==> src/rtl/spi_byte_ctl.sv <==
module spi_byte_ctl #(
  parameter int HALF_DIV = 2
) (
  input  logic       clk,
  input  logic       rst_n,
  input  logic       wr_en,
  input  logic       wr_sel,
  input  logic [7:0] wr_data,
  output logic [7:0] data_rd,
  output logic [7:0] ctrl_rd,
  output logic       sclk,
  output logic       mosi,
  input  logic       miso,
  output logic       cs_touch,
  output logic       cs_codec
);
  localparam int DW = (HALF_DIV > 1) ? $clog2(HALF_DIV) : 1;
  localparam logic [DW-1:0] DIV_LAST = DW'(HALF_DIV - 1);

  logic [7:0]    dreg, shreg, rxreg;
  logic          start, loaded, done, dir, sel_t, sel_c, ph;
  logic [2:0]    bitc;
  logic [DW-1:0] divc;
  logic          busy, ctrl_wr, data_wr, tick;

  assign busy    = loaded & ~done;
  assign ctrl_wr = wr_en & wr_sel;
  assign data_wr = wr_en & ~wr_sel;
  assign tick    = busy & (divc == DIV_LAST);

  assign data_rd  = dreg;
  assign ctrl_rd  = {2'b00, loaded, start, done, dir, sel_t, sel_c};
  assign sclk     = ph;
  assign mosi     = busy & ~dir & shreg[7];
  assign cs_touch = sel_t;
  assign cs_codec = sel_c;

  always_ff @(posedge clk or negedge rst_n) begin
    if (!rst_n) begin
      dreg <= '0; shreg <= '0; rxreg <= '0;
      start <= 1'b0; loaded <= 1'b0; done <= 1'b0;
      dir <= 1'b0; sel_t <= 1'b0; sel_c <= 1'b0;
      ph <= 1'b0; bitc <= '0; divc <= '0;
    end else if (ctrl_wr) begin
      dir   <= wr_data[2];
      sel_t <= wr_data[1];
      sel_c <= wr_data[0];
      start <= wr_data[4];
      if (!wr_data[4]) begin
        loaded <= 1'b0;
        done   <= 1'b0;
        ph     <= 1'b0;
        divc   <= '0;
      end else if (!start) begin
        loaded <= 1'b1;
        done   <= 1'b0;
        shreg  <= dreg;
        rxreg  <= '0;
        bitc   <= '0;
        divc   <= '0;
        ph     <= 1'b0;
      end
    end else begin
      if (data_wr && !busy)
        dreg <= wr_data;
      if (busy) begin
        divc <= tick ? '0 : divc + 1'b1;
        if (tick) begin
          ph <= ~ph;
          if (!ph) begin
            rxreg <= {rxreg[6:0], miso};
          end else begin
            shreg <= {shreg[6:0], 1'b0};
            bitc  <= bitc + 1'b1;
            if (bitc == 3'd7) begin
              done <= 1'b1;
              if (dir) dreg <= rxreg;
            end
          end
        end
      end
    end
  end
endmodule


==> config.mk <==
export PLATFORM = sky130hd
export DESIGN_NAME = spi_byte_ctl
export DESIGN_NICKNAME = d
export VERILOG_FILES = /design/src/rtl/spi_byte_ctl.sv
export SDC_FILE = /design/constraint.sdc
export NUM_CORES = 1
export LEC_CHECK = 0
export CAP_MARGIN = 20
export CORE_MARGIN = 5
export CORE_UTILIZATION = 59
export CTS_BUF_LIST = sky130_fd_sc_hd__clkbuf_2
export CTS_CLUSTER_DIAMETER = 40
export CTS_CLUSTER_SIZE = 14
export DETAILED_ROUTE_END_ITERATION = 12
export DONT_BUFFER_PORTS = 1
export GPL_TIMING_DRIVEN = 0
export PLACE_DENSITY = 0.82
export SYNTH_ARGS = -nofsm -noshare
export SYNTH_HDL_FRONTEND = slang
export SYNTH_SLANG_ARGS = --single-unit
==> constraint.sdc <==
create_clock -name clk -period 3 [get_ports clk]
set_input_delay 0.6 -clock clk [delete_from_list [all_inputs] [get_ports clk]]
set_output_delay 0.6 -clock clk [all_outputs]
set_load 0.005 [all_outputs]
==> flow_summary.yaml, run 1 <==
outcome:
  status: "finished clean"
synthesis:
  syn-instance-count: 185
  ys_seq_area_share_pct: 46.6
  yosysTopAreaCell: "dfrtp_1"
  avgSynthCellArea_um2: 10.2
  synth_most_common_cell: "dfrtp_1"
  synthTopCellsByArea: "dfrtp_1 (47%), mux2_2 (8.4%), buf_4 (4.4%)"
  async_reset_ff_share_pct: 100
  synth_edf_count: 0
  synth_seq_cells: 35
  synth_commonest_cells: "dfrtp_1 (35), nand2_1 (20), mux2_2 (14)"
  yosys_warnings: 0
  ys.flop_type: "dfrtp_1"
  netlist_area_mm2: 0.00188
  yosysTopAreaCellShare_pct: 46.6
  synth_cell_types: 40
floorplan:
  core_mm2: 0.00305
  dieHeight_um: 66.4
  die_w_um: 66.4
  start_util_pct: 61.5
  dieArea_mm2: 0.00441
  ioPinCount: 33
  rows: 20
clock_tree:
  cts_buffers: 5
  root_buffer: "clkbuf_2"
  ctsResizeCount: 0
  cts_num_sinks: 35
  cts_setup_buffers: 0
  cts_max_level: 2
  cts_tree: "done"
  clk_pin_slew_ps: 180
  clockBufferDepth: 2
  clkLatencyLatePin_ps: 390
finish:
  nNetsFinal: 210
  area_delta_synth_final_pct: 6.86
  instances_no_fill: 240
  final_util_pct: 65.7
  final_area_mm2: 0.00201
  num_antenna_cells: 0
  drive_above_1_share_pct: 23.0
sta:
  clock_skew_ps: 13.1
  setup_violations: 0
  rsz0062_at_grt: "no"
  min_period_ps: 2170
  fmax_mhz: 462
  fin_crit_sh_pct: 72.2
  finalMaxSlewViolations: 0
  worst_hold_slack_ps: 297
  setup_ws_ps: 835
  fin_tns_setup_ps: 0
  hold_viol: 0
setup_path:
  endpoint_kind: "primary output"
  cp.required_ps: 2400
  reg2reg_depth: 6
  arrival_ps: 1570
  worst-path-max-fanout: 10
  worstSetupPathType: "reg2out"
  startpoint_type: "flop"
global_route:
  overflow: 0
  grt_usage_pct: 21.3
  grt_max_degree: 36
  grt_pass1_wl_mm: 6.96
  antenna_found_initial: 0
  grt_pass1_vias: 1462
placed_design:
  numPortBuffers: 0
  placedCellCount: 230
  place_area_mm2: 0.00194
  dp_slack_ps: 1200
  dpl.hpwl_mm: 2.90
  gp_congestion: 0.773
drt:
  ant_nets: 0
  wirelength_mm: 4.15
  drtPass1Iterations: 4
  drc: 0
  post_drt_wl_per_cell_um: 17.3
  via_per_inst: 6.08
  vias: 1459
  drt-initial-drc-count: 135
pwr:
  p_int_uw: 959
  ir_worst_vdd_v: 0.000336
  power_mw: 1.53
  p_sw_share_pct: 37.4
  power.density_mw_per_mm2: 763
  pwr-share-seq_pct: 51.9
  pwr-share-clk_pct: 14.5
  p_leak_nw: 0.880
  combPwrFrac_pct: 33.6
  switchingPower_uw: 572
worst_hold_path:
  hp-class: "in2reg"
  holdPathStages: 2
flow_run:
  drv_cap: 0
## sequential cells by signal (all words and copies together), names as in the netlist
signal    count
cs_touch      1
rxreg         8
dir           1
bitc          3
data_rd       8
sclk          1
start         1
done          1
cs_codec      1
loaded        1
shreg         8
divc          1
## per-layer routing
| metal | vias up | share of wire (%) | GRT usage [%] | wire (µm) |
|---|---|---|---|---|
| met5 | - | 0 | 0 | 0 |
| met4 | 0 | 1.4 | 8.63 | 60 |
| met3 | 4 | 6.1 | 6.63 | 254 |
| met2 | 44 | 50 | 35.8 | 2070 |
| met1 | 719 | 43 | 25.1 | 1770 |
| li1 | 692 | - | - | - |
## critical path, cell delays in order, from the launching register on
cell and delay, ps:
dfrtp_1 460, nand2b_1 170, clkbuf_1 230, nor3b_1 320
## what timing repair did
| item | 4_1_cts | 5_1_grt |
|---|---|---|
| hold buffers | 2 | 0 |
| setup endpoints to repair | 0 | 0 |
| endpoints found under the hold margin | 35 | 0 |
## cell type report
| cell class | count | area [µm²] |
|---|---|---|
| plain buffers | 23 | 149 |
| clock buffers | 7 | 35.0 |
| clock inverters | 1 | 5.00 |
| fillers | 243 | 1050 |
| inverters | 1 | 3.75 |
| multi-input cells | 127 | 853 |
| flip-flops and latches | 35 | 876 |
| well taps | 44 | 55.1 |
| repair buffers | 2 | 30.0 |
## kinds of logic (layout without fill, tap and decap cells)
group           count (synthesis)  count (layout)  share of synthesized area (%)
mux                            14              14                           8.39
simple gates                   57              57                           16.1
flops                          35              35                           46.6
compound gates                 52              52                           19.2
fa+ha+maj                       2               2                           1.33
other cells                     1               2                          0.200
buf+inv                        24              34                           8.13
## path summary, 6_finish.rpt
path,from,to,slack [ps]
worst max-delay path,done$_DFFE_PN0P_,mosi,830
worst min-delay path,wr_data[2],dir$_DFFE_PN0P_,300
worst max register to register,bitc[0]$_DFFE_PN0P_,data_rd[5]$_DFFE_PN0N_,1290
worst min register to register,shreg[4]$_DFFE_PN0P_,shreg[4]$_DFFE_PN0P_,530
max in group asynchronous,rst_n,rxreg[5]$_DFFE_PN0P_,2150
min in group asynchronous,rst_n,shreg[0]$_DFFE_PN0P_,660
## cell usage in the layout, fill, tap and decap left out, drive strengths merged, types with 5 or more instances in the layout
| master | count |
|---|---|
| a211oi | 8 |
| a21oi | 10 |
| buf | 21 |
| clkbuf | 10 |
| dfrtp | 35 |
| mux2 | 14 |
| nand2 | 21 |
| nand3 | 8 |
| nor2b | 5 |
| nor4 | 8 |
| o21ai | 13 |
| o32ai | 8 |
## power groups by stage
stage	Clock, mW	Combinational, mW	Sequential (mW)
2_1_floorplan	0	0.423	0.752
3_3_place_gp	0	0.474	0.791
3_5_place_dp	0	0.501	0.807
4_1_cts	0.227	0.516	0.796
5_1_grt	0.250	0.577	0.823
6_report	0.222	0.514	0.796
Note: power is estimated with default switching activity, not from simulation.
==> run 2: changes to the inputs <==
==> constraint.sdc (replaced) <==
create_clock -name clk -period 2.2 [get_ports clk]
set_input_delay 0.44 -clock clk [delete_from_list [all_inputs] [get_ports clk]]
set_output_delay 0.44 -clock clk [all_outputs]
set_load 0.005 [all_outputs]
==> results of run 2 <==
The final DEF is identical to that of run 1. Status: finished clean.
Among the figures that moved: setup slack after placement 1200 ps -> 523 ps; setup slack after layout 835 ps -> 195 ps; hold slack 297 ps -> 137 ps; register-to-register setup slack 1290 ps -> 490 ps; total power 1.53 mW -> 2.09 mW; worst IR drop on VDD 0.000336 V -> 0.000458 V
==> run 3: changes to the inputs <==
==> constraint.sdc (replaced) <==
create_clock -name clk -period 2.2 [get_ports clk]
set_input_delay 0.44 -clock clk [delete_from_list [all_inputs] [get_ports clk]]
set_output_delay 0.44 -clock clk [all_outputs]
set_load 0.01 [all_outputs]
==> flow_summary.yaml, run 3 (same netlist as run 1, synthesis figures left out) <==
drt:
  ant_nets: 0
  wirelength_mm: 4.13
  drt-initial-drc-count: 138
  drtPass1Iterations: 4
  vias: 1475
  post_drt_wl_per_cell_um: 17.2
  via_per_inst: 6.15
  drc: 0
global_route:
  use_met2_pct: 35.8
  grt_pass1_vias: 1462
  grtUsageMet1_pct: 25.1
  grt_pass1_wl_mm: 6.96
  grt_max_degree: 36
  gr-usage-met3_pct: 6.63
  grt_usage_pct: 21.3
  overflow: 0
  busiest_layer: "met2"
  antenna_found_initial: 0
setup_path:
  cp.required_ps: 1760
  worstSetupPathType: "reg2out"
  startpoint_type: "flop"
  endpoint_kind: "primary output"
  arrival_ps: 1570
  worst-path-max-fanout: 10
floorplan:
  ioPinCount: 33
  dieArea_mm2: 0.00441
  dieHeight_um: 66.4
  die_w_um: 66.4
  core_mm2: 0.00305
  rows: 20
  start_util_pct: 61.5
finish:
  final_util_pct: 65.9
  area_delta_synth_final_pct: 7.13
  num_antenna_cells: 0
  layout_commonest_cell: "dfrtp_1"
  fillCellCount: 243
  drive_above_1_share_pct: 23.5
  layout_common_cells: "dfrtp_1 (35), nand2_1 (20), mux2_2 (14)"
  nNetsFinal: 210
sta:
  worst_hold_slack_ps: 139
  rsz0062_at_grt: "no"
  clock_skew_ps: 13.4
  hold_viol: 0
  min_period_ps: 2010
  fin_crit_sh_pct: 91.4
  fmax_mhz: 497
  setup_ws_ps: 189
  fin_tns_setup_ps: 0
  setup_violations: 0
  finalMaxSlewViolations: 0
clock_tree:
  clockBufferDepth: 2
  clk_pin_slew_ps: 180
  clkLatencyLatePin_ps: 380
  cts_num_sinks: 35
  cts_buffers: 5
  cts_tree: "done"
  root_buffer: "clkbuf_2"
  cts_max_level: 2
worst_hold_path:
  hp-class: "in2reg"
pwr:
  power.density_mw_per_mm2: 1060
  p_leak_nw: 0.882
  ir_worst_vdd_v: 0.000460
placed_design:
  dp_slack_ps: 523
  gp_congestion: 0.773
  numPortBuffers: 0
  dpl.hpwl_mm: 2.90
flow_run:
  drv_cap: 0
outcome:
  status: "finished clean"
==> run 3: worst max-delay path, cell delays in order, from the launching register on <==
cell	delay (ps)
dfrtp_1	460
nand2b_1	170
clkbuf_1	240
nor3b_2	320
==> run 3: final cells by class <==
| type | instances | area (µm²) | share of cell area [%] |
|---|---|---|---|
| clock inverters | 1 | 5.00 | 0.249 |
| repair buffers | 2 | 30.0 | 1.49 |
| clock buffers | 7 | 35.0 | 1.74 |
| flip-flops and latches | 35 | 876 | 43.5 |
| well taps | 44 | 55.1 | 2.74 |
| plain buffers | 23 | 149 | 7.40 |
| inverters | 1 | 3.75 | 0.187 |
| multi-input cells | 127 | 858 | 42.7 |
==> run 3: path summary, 6_finish.rpt <==
path,cells past startpoint,slack (ps),from,end
max in group asynchronous,2,1510,rst_n,rxreg[5]$_DFFE_PN0P_
setup / recovery,3,190,done$_DFFE_PN0P_,mosi
hold reg to reg,1,530,shreg[7]$_DFFE_PN0P_,shreg[7]$_DFFE_PN0P_
setup reg to reg,6,500,bitc[0]$_DFFE_PN0P_,data_rd[5]$_DFFE_PN0N_
min in group asynchronous,2,500,rst_n,shreg[0]$_DFFE_PN0P_
hold / removal,2,140,wr_data[2],dir$_DFFE_PN0P_
==> run 3: power breakdown <==
| group | switching [mW] | internal, mW |
|---|---|---|
| Combinational | 0.352 | 0.360 |
| Sequential | 0.253 | 0.863 |
| Clock | 0.215 | 0.0868 |
==> run 3: metal layers <==
metal / share of wire, % / vias up / routed length [µm]
met5: 0 / - / 0
met4: 1.5 / 0 / 60
met3: 7.9 / 6 / 328
met2: 49 / 60 / 2030
met1: 41 / 718 / 1710
li1: - / 691 / -
==> run 3: what timing repair did <==
item | CTS | global route
buffers inserted | 0 | 0
setup endpoints to repair | 0 | 1
endpoints found under the hold margin | 35 | 0
resized for setup | 0 | 1
hold buffers | 2 | 0
==> run 3: per-stage QoR <==
step,total power [mW],instance area [µm²],cells
2_1_floorplan,1.64,1880,186
3_3_place_gp,1.77,1940,230
3_5_place_dp,1.82,1940,230
4_1_cts,2.14,2010,240
5_1_grt,2.29,2010,240
6_report,2.13,2010,240
